===== config.mk =====
export PLATFORM = sky130hd
export DESIGN_NAME = video_out_fmt
export DESIGN_NICKNAME = d
export VERILOG_FILES = /design/src/rtl/video_out_fmt.sv
export SDC_FILE = /design/constraint.sdc
export NUM_CORES = 1
export LEC_CHECK = 0
export BUFFER_PORTS_ARGS = -buffer_cell sky130_fd_sc_hd__buf_2
export CAP_MARGIN = 20
export CELL_PAD_IN_SITES_DETAIL_PLACEMENT = 1
export CELL_PAD_IN_SITES_GLOBAL_PLACEMENT = 2
export CORE_MARGIN = 4
export CORE_UTILIZATION = 31
export CTS_BUF_LIST = sky130_fd_sc_hd__clkbuf_8
export DETAILED_ROUTE_END_ITERATION = 16
export HOLD_SLACK_MARGIN = 0.03
export PLACE_DENSITY_LB_ADDON = 0.1
export SYNTH_ARGS = -nofsm -noshare
export SYNTH_HDL_FRONTEND = slang
export SYNTH_SLANG_ARGS = --single-unit

===== constraint.sdc =====
create_clock -name clk -period 3.5 [get_ports clk]
set_input_delay 0.35 -clock clk [delete_from_list [all_inputs] [get_ports clk]]
set_output_delay 0.35 -clock clk [all_outputs]
set_load 0.01 [all_outputs]

===== src/rtl/video_out_fmt.sv =====
module video_out_fmt #(
  parameter int DW = 10,
  parameter int CW = 11
) (
  input  logic          clk,
  input  logic          rst_n,
  input  logic          line_start,
  input  logic          field_start,
  input  logic          sig_present,
  input  logic [DW-1:0] in_y,
  input  logic [DW-1:0] in_c,
  input  logic          cfg_narrow,
  input  logic          cfg_discrete,
  input  logic          cfg_mux,
  input  logic          cfg_8bit,
  input  logic          cfg_data_oe,
  input  logic          cfg_clk_oe,
  input  logic [CW-1:0] cfg_avid_start,
  input  logic [CW-1:0] cfg_avid_stop,
  input  logic [CW-1:0] cfg_vact_start,
  input  logic [CW-1:0] cfg_vact_stop,
  output logic [DW-1:0] vid_y,
  output logic [DW-1:0] vid_c,
  output logic          vid_avid,
  output logic          data_oe,
  output logic          clk_oe
);
  localparam int SH = DW - 8;
  localparam logic [DW-1:0] EXT_LO  = DW'(1 << SH);
  localparam logic [DW-1:0] EXT_HI  = DW'(254 << SH);
  localparam logic [DW-1:0] STD_LO  = DW'(16 << SH);
  localparam logic [DW-1:0] STD_YHI = DW'(235 << SH);
  localparam logic [DW-1:0] STD_CHI = DW'(240 << SH);
  localparam logic [DW-1:0] BLK_Y   = DW'(16 << SH);
  localparam logic [DW-1:0] BLK_C   = DW'(128 << SH);
  localparam logic [DW-1:0] LSB_CUT = ~DW'((1 << SH) - 1);

  function automatic logic [DW-1:0] clip(input logic [DW-1:0] v,
                                         input logic [DW-1:0] lo,
                                         input logic [DW-1:0] hi);
    return (v < lo) ? lo : ((v > hi) ? hi : v);
  endfunction

  logic [CW-1:0] pix_q, line_q, pix_c, line_c;
  logic          phase_q, phase_c, hact, vact, avid_c, show;
  logic [DW-1:0] y_lim, c_lim, y_nxt, c_nxt, oy_nxt, oc_nxt, keep;

  assign pix_c   = line_start ? '0 : pix_q + CW'(1);
  assign line_c  = field_start ? '0 : (line_start ? line_q + CW'(1) : line_q);
  assign hact    = (pix_c >= cfg_avid_start) && (pix_c < cfg_avid_stop);
  assign vact    = (line_c >= cfg_vact_start) && (line_c < cfg_vact_stop);
  assign avid_c  = hact && (!cfg_discrete || vact);
  assign show    = avid_c && sig_present;
  assign phase_c = (pix_c == cfg_avid_start) ? 1'b0 : ~phase_q;

  assign y_lim  = cfg_narrow ? clip(in_y, STD_LO, STD_YHI) : clip(in_y, EXT_LO, EXT_HI);
  assign c_lim  = cfg_narrow ? clip(in_c, STD_LO, STD_CHI) : clip(in_c, EXT_LO, EXT_HI);
  assign y_nxt  = show ? y_lim : BLK_Y;
  assign c_nxt  = show ? c_lim : BLK_C;
  assign keep   = cfg_8bit ? LSB_CUT : '1;
  assign oy_nxt = (cfg_mux ? (phase_c ? y_nxt : c_nxt) : y_nxt) & keep;
  assign oc_nxt = (cfg_mux ? BLK_C : c_nxt) & keep;

  always_ff @(posedge clk or negedge rst_n) begin
    if (!rst_n) begin
      pix_q    <= '1;
      line_q   <= '0;
      phase_q  <= 1'b1;
      vid_y    <= BLK_Y;
      vid_c    <= BLK_C;
      vid_avid <= 1'b0;
      data_oe  <= 1'b0;
      clk_oe   <= 1'b0;
    end else begin
      pix_q    <= pix_c;
      line_q   <= line_c;
      phase_q  <= phase_c;
      vid_y    <= oy_nxt;
      vid_c    <= oc_nxt;
      vid_avid <= avid_c;
      data_oe  <= cfg_data_oe;
      clk_oe   <= cfg_clk_oe;
    end
  end

  AST_EXT_RANGE: assert property (@(posedge clk) disable iff (!rst_n)
    vid_y >= EXT_LO && vid_y <= EXT_HI && vid_c >= EXT_LO && vid_c <= EXT_HI);
  AST_STD_RANGE: assert property (@(posedge clk) disable iff (!rst_n)
    $past(cfg_narrow && !cfg_mux) |-> vid_y >= STD_LO && vid_y <= STD_YHI
      && vid_c >= STD_LO && vid_c <= STD_CHI);
  AST_BLACK_OUTSIDE: assert property (@(posedge clk) disable iff (!rst_n)
    (!vid_avid && !$past(cfg_mux)) |-> vid_y == BLK_Y && vid_c == BLK_C);
  AST_MUX_CHROMA_IDLE: assert property (@(posedge clk) disable iff (!rst_n)
    $past(cfg_mux) |-> vid_c == BLK_C);
  AST_LSB_DROP: assert property (@(posedge clk) disable iff (!rst_n)
    $past(cfg_8bit) |-> vid_y[1:0] == 2'b00 && vid_c[1:0] == 2'b00);
  AST_NOSIG_BLACK: assert property (@(posedge clk) disable iff (!rst_n)
    $past(!sig_present) |-> vid_c == BLK_C);
endmodule


==> results of run 1 <==
[state kept, by name, indices dropped and copies added (netlist names)]
register  count
pix_q        11
phase_q       1
vid_avid      1
clk_oe        1
vid_y        10
data_oe       1
vid_c        10
line_q       11
[synth_stat cells (2+ instances only)]
| cell type | count |
|---|---|
| inv_1 | 49 |
| dfstp_2 | 14 |
| a2bb2oi_1 | 2 |
| nor4_1 | 4 |
| nor3_1 | 6 |
| and3_1 | 6 |
| o21a_1 | 3 |
| dfrtp_1 | 32 |
| nor4bb_2 | 2 |
| nor2b_1 | 3 |
| clkbuf_1 | 4 |
| ha_1 | 44 |
| nand4_1 | 12 |
| a21o_1 | 9 |
| or3_1 | 8 |
| xor2_1 | 10 |
| o21ai_0 | 17 |
| a41o_1 | 3 |
| a211o_1 | 2 |
| xnor2_1 | 2 |
| nor3_2 | 5 |
| a22oi_1 | 3 |
| nand3_1 | 8 |
| nor2_1 | 23 |
| a21oi_1 | 27 |
| nor3b_1 | 4 |
| nand2_1 | 34 |
[timing repair]
item                                   CTS  global route
buffers inserted                         0             7
setup endpoints to repair                3            20
resized for setup                        2            12
cloned                                   0             1
endpoints found under the hold margin    0             2
pin swaps                                0             8
hold buffers                             0             1
[stage by stage]
stage | power [mW] | std cells | cell area, sq um
after floorplan | 0.644 | 358 | 3230
after global placement | 0.734 | 587 | 3880
after detailed placement | 0.738 | 587 | 3880
after CTS | 1.09 | 595 | 3980
after global routing | 1.14 | 605 | 4130
final | 1.07 | 605 | 4130
[critical path, delay by kind of cell, from the launching register on]
kind / cells / cell delay [ns]
flip-flops: 1 / 0.56
AO/OA/AOI/OAI: 5 / 0.98
adder cells (fa/ha/maj): 1 / 0.27
AND/OR/NAND/NOR: 6 / 1.33
[worst min path at each step]
stage / start / depth (start not counted) / end
after floorplan: rst_n / 0 / clk_oe
after global placement: cfg_clk_oe / 1 / clk_oe
after detailed placement: cfg_clk_oe / 1 / clk_oe
after CTS: cfg_clk_oe / 1 / clk_oe
after global routing: cfg_data_oe / 1 / data_oe
final: cfg_clk_oe / 1 / clk_oe
[where the power goes]
group,total [mW],internal [mW],switching (mW)
combinational,0.184,0.0801,0.104
clock,0.339,0.157,0.182
sequential,0.547,0.542,0.00458
[cell families (layout without fill, tap and decap cells)]
family	count (synthesis)	in the layout	share of synthesized area (%)
and+or+nand+nor	122	123	20.7
AOI/OAI and AO/OA	78	78	15.7
buffers and inverters	55	168	6.75
DFF	46	46	36.2
adders and majority gates	44	44	17.1
xor gates and xnor gates	12	12	3.26
muxes	1	1	0.310
[area by class of cell]
class	count	area [sq um]	share of cell area, %
inverter	49	184	4.45
timing repair buffer	111	606	14.7
tap	133	166	4.03
multi-input combinational	258	1920	46.4
clock buffer	6	82.6	2.00
sequential	46	1170	28.3
clock inverter	2	8.76	0.212
[routing by layer]
metal / routed length [microns] / share of wire, %
met5: 0 / 0
met1: 4440 / 47
met2: 4550 / 48
met3: 381 / 4.0
met4: 60 / 0.64
[placed cells by master, fill, tap and decap left out, types with 12 or more instances in the layout]
cell,n
nor2_1,22
dfstp_2,14
inv_1,50
buf_2,97
ha_1,44
a21oi_1,25
nand4_1,12
o21ai_0,16
buf_4,12
dfrtp_1,32
nand2_1,33
==> key figures, run 1 <==
Worst setup path
  • Number of cells traversed by the worst register-to-register path: 12
  • Critical Path Sink: vid_y[9]
  • RR Endpoint: vid_y[9]
  • Critical path type: flop to flop
  • Critical Path Slowest Stage Cell: dfstp_2
  • Kind of capture point of the worst setup path: flop
  • Max Fanout on Critical Path: 8
  • Critical path data arrival time: 3.46 ns
  • Critical path origin: pix_q[3]
  • R2R setup slack: 0.23 ns
  • Launch point of the worst reg-to-reg path: pix_q[3]
  • Endpoint required time on the critical path: 3.69 ns
  • Crit path top cell by count: and3_4
  • Startpoint Class: flop
  • Critical path's largest stage delay: 0.56 ns
  • Cells along the critical path: and3_4 -> and3_4 -> nand2_2 -> or3_1 -> a21oi_2 -> ha_1 -> a21o_1 -> a21oi_1 -> o211ai_1 -> nor3b_4 -> nand2_4 -> o31a_1

GRT
  • Global routing met2 resource utilization: 26.6%
  • Layer carrying the most global-route usage: met2
  • Wire length of the first global-routing pass: 15.4 mm
  • Total global routing track utilization: 16.1%
  • Fraction of met3 tracks used by global routing: 2.85%
  • Vias in the first global route: 3234
  • Met1 layer usage reported by global route: 22.3%
  • Antenna violations before repair: 0
  • Maximum number of pins on one net before global-route repair: 47
  • Total congestion overflow: 0

Layout
  • Area growth, synth to finish: 28.0%
  • Number of fillers in the final layout: 1215
  • Fraction of final layout cells sized beyond drive strength 1: 32.8%
  • Core occupancy in the finished layout: 41.5%
  • Final layout net count: 590
  • N_diodes: 0

Die
  • Overall die height: 110 microns
  • I/O pins: 98
  • Area of the die: 12100 sq um
  • Floorplan die width: 110 microns
  • Floorplan row count: 36
  • Area of the core: 9950 sq um
  • Initial core utilization: 32.4%

Clock network
  • Number of buffers added by the clock tree synthesis step: 5
  • CTS H-tree depth: 2
  • Clock net sink count: 46
  • CTS max path bufs: 2
  • Latest clock arrival within the worst-skew pair: 0.30 ns
  • Clock tree from TritonCTS: done
  • Master cell of the clock root buffer: clkbuf_8
  • Post-CTS clock slew at the launch and capture registers of the worst setup and hold paths: 0.08 ns

STA
  • RSZ-0062 raised after global routing: false
  • Final setup vio count: 0
  • Clock skew after layout: 0.00523 ns
  • Worst hold slack after final layout: 0.155 ns
  • Worst Setup Slack, final: 0.227 ns
  • Post-Route Setup TNS: 0 ns
  • Final Max Tran Viols: 0
  • Achievable frequency: 0.306 GHz
  • Final critical delay including setup and external delays: 3.27 ns
  • Final-report hold violation count: 0
  • Tightest slew margin relative to the limit: 53.1%
  • Transition time of the tightest slew-check pin: 0.697 ns
  • Final clock period utilization by the worst path: 93.5%

Placement
  • Detailed placement HPWL: 7.58 mm
  • Gpl congestion: 0.756
  • Worst slack after detailed placement: -0.0272 ns
  • Count of input and output buffers: 97

Synthesis
  • Netlist area before placement: 3230 sq um
  • Post-synth top area cell: dfrtp_1
  • Post-Synthesis Cells: 358
  • Biggest area contributors in the synthesized netlist: dfrtp_1, ha_1, dfstp_2
  • Async set-reset flop share out of synthesis: 100%
  • Mean area per synthesized cell: 9.01 sq um
  • YS warnings: 0
  • Share of the yosys chip area belonging to registers: 36.2%
  • Proportion of netlist area held by the largest area contributor: 24.8%
  • Main synth FF type: dfrtp_1
  • Synth cell types: 49
  • Total of flip-flops plus latches after synthesis: 46
  • Synth Net Count: 477
  • Number of synthesized flops with an enable pin: 0

Drt
  • Number of DRC markers after the initial detailed-route iteration: 79
  • Total wire length after detailed routing: 9.42 mm
  • Mean routed wirelength per cell: 15.6 microns
  • Routed vias/inst: 4.90
  • DRC viols: 0
  • Iteration count of the initial detailed-routing pass: 4
  • Total number of vias: 2962
  • Routed Antenna Nets: 0

Run
  • Number of violations of the max-capacitance limit: 0

Run status
  • Result of the run: completed

Power
  • Leakage dissipation: 2.25 nW
  • Power density normalized to cell area: 259 nW/um^2
  • Peak supply drop: 153 uV

Worst hold path
  • Hold/Removal Path Class: input port to flop
No activity file was read; power rests on OpenSTA's default activity.
==> inputs of run 2 (changes only) <==
--- a/config.mk
+++ b/config.mk
@@ -15,6 +15,7 @@
 export DETAILED_ROUTE_END_ITERATION = 16
 export HOLD_SLACK_MARGIN = 0.03
 export PLACE_DENSITY_LB_ADDON = 0.1
+export REMOVE_ABC_BUFFERS = 1
 export SYNTH_ARGS = -nofsm -noshare
 export SYNTH_HDL_FRONTEND = slang
 export SYNTH_SLANG_ARGS = --single-unit
==> key figures, run 2 (synthesis gave the netlist of run 1 again) <==
Die
  • Area of the core: 9950 sq um (unchanged)
  • Overall die height: 110 microns (unchanged)
  • Floorplan die width: 110 microns (unchanged)
  • I/O pins: 98 (unchanged)
  • Initial core utilization: 32.4% (unchanged)
  • Floorplan row count: 36 (unchanged)
  • Area of the die: 12100 sq um (unchanged)

STA
  • Final Max Tran Viols: 0 (unchanged)
  • Final-report hold violation count: 0 (unchanged)
  • Tightest slew margin relative to the limit: 54.0% (was 53.1%)
  • Final clock period utilization by the worst path: 94.4% (was 93.5%)
  • Clock skew after layout: 0.00880 ns (was 0.00523 ns)
  • Post-Route Setup TNS: 0 ns (unchanged)
  • Final setup vio count: 0 (unchanged)
  • Transition time of the tightest slew-check pin: 0.684 ns (was 0.697 ns)
  • RSZ-0062 raised after global routing: false (unchanged)
  • Final critical delay including setup and external delays: 3.30 ns (was 3.27 ns)
  • Achievable frequency: 0.303 GHz (was 0.306 GHz)

GRT
  • Vias in the first global route: 3231 (was 3234)
  • Total global routing track utilization: 16.1% (about the same)
  • Wire length of the first global-routing pass: 15.1 mm (was 15.4 mm)
  • Maximum number of pins on one net before global-route repair: 47 (unchanged)
  • Antenna violations before repair: 0 (unchanged)
  • Total congestion overflow: 0 (unchanged)

Drt
  • Number of DRC markers after the initial detailed-route iteration: 61 (was 79)
  • DRC viols: 0 (unchanged)
  • Total wire length after detailed routing: 9.46 mm (was 9.42 mm)
  • Routed Antenna Nets: 0 (unchanged)
  • Iteration count of the initial detailed-routing pass: 4 (unchanged)
  • Routed vias/inst: 4.91 (was 4.90)
  • Mean routed wirelength per cell: 15.8 microns (was 15.6 microns)
  • Total number of vias: 2939 (was 2962)

Layout
  • Final layout net count: 584 (was 590)
  • Number of fillers in the final layout: 1228 (was 1215)
  • Area of combinational cells with multiple inputs: 1860 sq um (was 1920 sq um)
  • Fraction of final layout cells sized beyond drive strength 1: 31.1% (was 32.8%)
  • Combined flip-flop and latch cell area: 1170 sq um (unchanged)
  • Most frequent standard cell in the layout excluding fill and tap cells: buf_2 (unchanged)
  • N_diodes: 0 (unchanged)
  • Core occupancy in the finished layout: 40.9% (was 41.5%)
  • Area growth, synth to finish: 26.3% (was 28.0%)
  • Largest regs: line_q: 11 flops, pix_q: 11 flops (unchanged)
  • Most frequent cells in the layout: buf_2, inv_1, ha_1 (unchanged)
  • Non-Filler Instances: 599 (was 605)

Clock network
  • Number of buffers added by the clock tree synthesis step: 5 (unchanged)
  • Clock tree from TritonCTS: done (unchanged)
  • Clock net sink count: 46 (unchanged)
  • Master cell of the clock root buffer: clkbuf_8 (unchanged)
  • Latest clock arrival within the worst-skew pair: 0.30 ns (about the same)
  • Post-CTS clock slew at the launch and capture registers of the worst setup and hold paths: 0.09 ns (was 0.08 ns)
  • CTS max path bufs: 2 (unchanged)
  • Hold bufs inserted after CTS: 0 (unchanged)
  • CTS H-tree depth: 2 (unchanged)

Worst setup path
  • Critical path type: flop to flop (unchanged)
  • Crit path top cell by count: and3_1 (was and3_4)
  • Critical path's largest stage delay: 0.56 ns (about the same)
  • Critical path data arrival time: 3.51 ns (was 3.46 ns)
  • Max Fanout on Critical Path: 11 (was 8)
  • Startpoint Class: flop (unchanged)
  • Dominant delay contributor by cell family on the critical path: simple AND/OR/NAND/NOR gates (unchanged)
  • Cells along the critical path: and3_1 -> and3_1 -> nand2_1 -> or3_1 -> a21oi_2 -> ha_1 -> a21o_1 -> a21oi_1 -> o211ai_1 -> nor3b_4 -> nand2_4 -> buf_12 -> nor3b_1 (was and3_4 -> and3_4 -> nand2_2 -> or3_1 -> a21oi_2 -> ha_1 -> a21o_1 -> a21oi_1 -> o211ai_1 -> nor3b_4 -> nand2_4 -> o31a_1)
  • R2R setup slack: 0.20 ns (was 0.23 ns)
  • Endpoint required time on the critical path: 3.71 ns (was 3.69 ns)
  • Kind of capture point of the worst setup path: flop (unchanged)
  • Count of buffer and inverter cells on the critical path: 1 (was 0)
  • Critical Path Slowest Stage Cell: dfstp_2 (unchanged)

Power
  • Power density normalized to cell area: 280 nW/um^2 (was 259 nW/um^2)
  • Peak supply drop: 143 uV (was 153 uV)
  • Leakage dissipation: 2.23 nW (was 2.25 nW)

Run
  • Number of violations of the max-capacitance limit: 0 (unchanged)

Placement
  • Gpl congestion: 0.864 (was 0.756)
  • Count of input and output buffers: 97 (unchanged)
  • Detailed placement HPWL: 8.04 mm (was 7.58 mm)
  • Dpl cells: 590 (was 587)

Worst hold path
  • Hold/Removal Path Class: input port to async pin (was input port to flop)

Run status
  • Result of the run: completed (unchanged)
## run 2: cell types whose count changed in the layout (fill, tap and decap cells not counted), sizes merged
cell and delta:
buf -4, bufinv +1, clkinv -1, dlygate4sd3 -1, nand2 -1
## run 2: routing by layer
metal  wire length [microns]  global-route usage (%)  share of wire (%)
met4                      72                    2.85               0.76
met5                       0                       0                  0
met3                     335                    2.74                3.5
met2                    4620                    28.3                 49
met1                    4430                    21.0                 47
## run 2: power by group
group / internal (mW) / switching, mW / total (mW)
logic: 0.0789 / 0.103 / 0.182
registers: 0.542 / 0.00547 / 0.548
clock network: 0.230 / 0.180 / 0.410
## run 2: area by class of cell
type | count | area share, %
Multi-Input combinational cell | 257 | 45.7
Sequential cell | 46 | 28.7
Timing Repair Buffer | 106 | 14.2
Inverter | 49 | 4.51
Tap cell | 133 | 4.08
Clock buffer | 6 | 2.03
Clock inverter | 2 | 0.829
## run 2: final timing paths
kind                                  from        end  depth (start not counted)
worst max-delay path              pix_q[3]   vid_c[7]                         13
worst min-delay path                 rst_n  line_q[7]                          1
worst max register to register    pix_q[3]   vid_c[7]                         13
worst min register to register     phase_q    phase_q                          1
max in group asynchronous            rst_n   vid_c[9]                          2
min in group clk                cfg_clk_oe     clk_oe                          1
## run 2: through the flow
stage | total power, mW | hold slack [ns] | cell area (sq um) | worst slack [ns]
2_1_floorplan | 0.637 | 0.0544 | 3190 | 0.415
3_3_place_gp | 0.734 | 0.460 | 3920 | 0.228
3_5_place_dp | 0.740 | 0.461 | 3920 | 0.0362
4_1_cts | 1.15 | 0.145 | 4040 | 0.0325
5_1_grt | 1.20 | 0.0464 | 4070 | 0.00760
6_report | 1.14 | 0.0283 | 4070 | 0.196
## run 2: what timing repair did
action,in CTS,in global routing
gates resized for setup,1,4
setup endpoints to repair,1,18
pin swaps,0,3
buffers inserted,0,0
endpoints found under the hold margin,0,0
==> inputs of run 3 (changes only) <==
--- a/config.mk
+++ b/config.mk
@@ -5,12 +5,13 @@
 export SDC_FILE = /design/constraint.sdc
 export NUM_CORES = 1
 export LEC_CHECK = 0
+export ABC_AREA = 1
 export BUFFER_PORTS_ARGS = -buffer_cell sky130_fd_sc_hd__buf_2
 export CAP_MARGIN = 20
 export CELL_PAD_IN_SITES_DETAIL_PLACEMENT = 1
 export CELL_PAD_IN_SITES_GLOBAL_PLACEMENT = 2
 export CORE_MARGIN = 4
-export CORE_UTILIZATION = 31
+export CORE_UTILIZATION = 29
 export CTS_BUF_LIST = sky130_fd_sc_hd__clkbuf_8
 export DETAILED_ROUTE_END_ITERATION = 16
 export HOLD_SLACK_MARGIN = 0.03
==> key figures, run 3 <==
Drt
  • Iteration count of the initial detailed-routing pass: 4 (unchanged)
  • DRC viols: 0 (unchanged)
  • Mean routed wirelength per cell: 14.2 microns (was 15.8 microns)
  • Total number of vias: 3431 (was 2939)
  • Routed vias/inst: 4.62 (was 4.91)
  • Number of DRC markers after the initial detailed-route iteration: 78 (was 61)
  • Total wire length after detailed routing: 10.5 mm (was 9.46 mm)
  • Routed Antenna Nets: 0 (unchanged)

Clock network
  • Clock tree from TritonCTS: done (unchanged)
  • Hold bufs inserted after CTS: 0 (unchanged)
  • Number of buffers added by the clock tree synthesis step: 5 (unchanged)
  • Clock net sink count: 46 (unchanged)
  • CTS H-tree depth: 2 (unchanged)
  • Latest clock arrival within the worst-skew pair: 0.31 ns (was 0.30 ns)
  • Master cell of the clock root buffer: clkbuf_8 (unchanged)
  • Post-CTS clock slew at the launch and capture registers of the worst setup and hold paths: 0.10 ns (was 0.09 ns)
  • CTS max path bufs: 2 (unchanged)

Synthesis
  • Post-synth top area cell: dfrtp_1 (unchanged)
  • Mean area per synthesized cell: 7.13 sq um (was 9.01 sq um)
  • Netlist area before placement: 3490 sq um (was 3230 sq um)
  • Synth cell types: 38 (was 49)
  • Proportion of netlist area held by the largest area contributor: 23.0% (was 24.8%)
  • YS warnings: 0 (unchanged)
  • Async set-reset flop share out of synthesis: 100% (unchanged)
  • Biggest area contributors in the synthesized netlist: dfrtp_1, ha_1, nand2_1 (was dfrtp_1, ha_1, dfstp_2)
  • Leading post-synthesis cells by instance count: nand2_1, inv_1, nor2_1, ha_1, nand3_1 (was inv_1, ha_1, nand2_1, dfrtp_1, a21oi_1)
  • Number of synthesized flops with an enable pin: 0 (unchanged)
  • Share of the yosys chip area belonging to registers: 33.5% (was 36.2%)
  • Count leader, synth: nand2_1 (was inv_1)
  • Total of flip-flops plus latches after synthesis: 46 (unchanged)
  • Main synth FF type: dfrtp_1 (unchanged)
  • Post-Synthesis Cells: 489 (was 358)

Layout
  • Number of fillers in the final layout: 1492 (was 1228)
  • Most frequent standard cell in the layout excluding fill and tap cells: nand2_1 (was buf_2)
  • N_diodes: 0 (unchanged)
  • Final layout net count: 718 (was 584)
  • Final std cell area, no fill: 4400 sq um (was 4070 sq um)
  • Area growth, synth to finish: 26.2% (was 26.3%)
  • Fraction of final layout cells sized beyond drive strength 1: 27.5% (was 31.1%)
  • Largest regs: line_q: 11 flops, pix_q: 11 flops (unchanged)
  • Most frequent cells in the layout: nand2_1, inv_1, buf_2 (was buf_2, inv_1, ha_1)

GRT
  • Total global routing track utilization: 15.6% (was 16.1%)
  • Maximum number of pins on one net before global-route repair: 37 (was 47)
  • Antenna violations before repair: 0 (unchanged)
  • Vias in the first global route: 3788 (was 3231)
  • Wire length of the first global-routing pass: 18.1 mm (was 15.1 mm)
  • Total congestion overflow: 0 (unchanged)

STA
  • Clock skew after layout: 0.00854 ns (was 0.00880 ns)
  • Final setup vio count: 0 (unchanged)
  • Final-report hold violation count: 0 (unchanged)
  • Achievable frequency: 0.312 GHz (was 0.303 GHz)
  • Tightest slew margin relative to the limit: 43.9% (was 54.0%)
  • Final critical delay including setup and external delays: 3.21 ns (was 3.30 ns)
  • Final clock period utilization by the worst path: 91.7% (was 94.4%)
  • Final Max Tran Viols: 0 (unchanged)
  • Transition time of the tightest slew-check pin: 0.842 ns (was 0.684 ns)
  • Worst hold slack after final layout: 0.145 ns (was 0.0283 ns)

Worst setup path
  • Dominant delay contributor by cell family on the critical path: simple AND/OR/NAND/NOR gates (unchanged)
  • Number of cells on the critical path: 20 (was 13)
  • Critical path's largest stage delay: 0.57 ns (was 0.56 ns)
  • Endpoint required time on the critical path: 3.69 ns (was 3.71 ns)
  • Critical path data arrival time: 3.40 ns (was 3.51 ns)
  • Count of buffer and inverter cells on the critical path: 1 (unchanged)
  • Number of cells traversed by the worst register-to-register path: 20 (was 13)
  • Cells along the critical path: ha_1 -> nand2_1 -> nor2_2 -> inv_1 -> nor2_4 -> nand3_2 -> nor3_2 -> a31oi_1 -> o21a_1 -> ha_1 -> nand2_2 -> nor2_1 -> nand2_1 -> o21ai_1 -> nor2_2 -> nor2_4 -> and2_4 -> nand2_1 -> nor2_2 -> o21ai_0 (was and3_1 -> and3_1 -> nand2_1 -> or3_1 -> a21oi_2 -> ha_1 -> a21o_1 -> a21oi_1 -> o211ai_1 -> nor3b_4 -> nand2_4 -> buf_12 -> nor3b_1)
  • Critical Path Slowest Stage Cell: dfstp_2 (unchanged)
  • Kind of capture point of the worst setup path: flop (unchanged)
  • Critical path type: flop to flop (unchanged)
  • Startpoint Class: flop (unchanged)
  • Max Fanout on Critical Path: 5 (was 11)

Placement
  • Detailed placement HPWL: 8.92 mm (was 8.04 mm)
  • Count of input and output buffers: 97 (unchanged)
  • Gpl congestion: 0.761 (was 0.864)
  • Post-placement cell area: 4170 sq um (was 3920 sq um)

Power
  • Power density normalized to cell area: 250 nW/um^2 (was 280 nW/um^2)
  • Overall Power: 1.10 mW (was 1.14 mW)
  • Leakage dissipation: 2.53 nW (was 2.23 nW)
  • Peak supply drop: 120 uV (was 143 uV)

Die
  • I/O pins: 98 (unchanged)
  • Initial core utilization: 30.0% (was 32.4%)
  • Floorplan die width: 118 microns (was 110 microns)
  • Area of the core: 11600 sq um (was 9950 sq um)
  • Area of the die: 13800 sq um (was 12100 sq um)
  • Floorplan row count: 39 (was 36)
  • Overall die height: 118 microns (was 110 microns)

Run status
  • Result of the run: completed (unchanged)

Run
  • Number of violations of the max-capacitance limit: 0 (unchanged)

Worst hold path
  • Hold/Removal Path Class: input port to async pin (unchanged)
==> run 3: cell types whose count changed after synthesis, sizes merged, moves of 4 or more <==
cell   previous run  this run
nor3b             5         1
and3              6         2
a21o              9         1
xor2             10         1
nand3             8        35
nand2            35       104
nor2             23        72
inv              49        99
o21ai            19        15
or3               8         0
==> run 3: layout make-up <==
class,count,area [sq um],area share [%]
Timing Repair Buffer,108,581,13.2
Inverter,100,375,8.53
Sequential cell,46,1170,26.6
Clock inverter,3,23.8,0.540
Tap cell,143,179,4.07
Multi-Input combinational cell,338,2000,45.6
Clock buffer,5,68.8,1.56
==> run 3: logic make-up (layout without fill, tap and decap cells) <==
kind of cell | after synthesis | in the layout | synth area share, %
xor+xnor | 1 | 1 | 0.251
flops | 46 | 46 | 33.5
fa+ha+maj | 44 | 44 | 15.8
compound gates | 53 | 53 | 8.18
simple gates | 240 | 240 | 30.3
buf+inv | 105 | 216 | 12.0
==> run 3: metrics by stage <==
stage	util, %	setup slack [ns]	setup TNS (ns)	std cells
floorplan	-	0.404	0	484
global placement	35.9	0.0354	0	730
detailed placement	35.9	-0.0925	-0.189	730
CTS	36.9	0.0318	0	738
global route	37.9	-0.0340	-0.0513	743
finish	37.9	0.291	0	743
==> run 3: routing by layer <==
layer	up-vias	wire length (microns)	GRT usage, %
met3	8	376	2.64
li1	1764	-	-
met2	60	5230	27.4
met5	-	0	0
met1	1599	4820	20.0
met4	0	90	3.37
==> run 3: path summary, 6_finish.rpt <==
check                                end        from  slack, ns
worst min-delay path            vid_c[2]       rst_n       0.15
worst min register to register   phase_q     phase_q       0.57
min in group clk                  clk_oe  cfg_clk_oe       0.15
worst max register to register  vid_y[9]    pix_q[0]       0.29
max in group asynchronous       pix_q[4]       rst_n       2.60
worst max-delay path            vid_y[9]    pix_q[0]       0.29
==> run 3: power breakdown <==
group / leakage (nW) / internal, mW / switching [mW]
sequential: 0.585 / 0.541 / 0.00456
clock: 0.0408 / 0.143 / 0.202
combinational: 1.90 / 0.0826 / 0.126
==> run 3: what timing repair did <==
item,in CTS,in global routing
buffers inserted,0,5
setup endpoints to repair,11,20
gates resized for setup,5,24
pin swaps,0,6
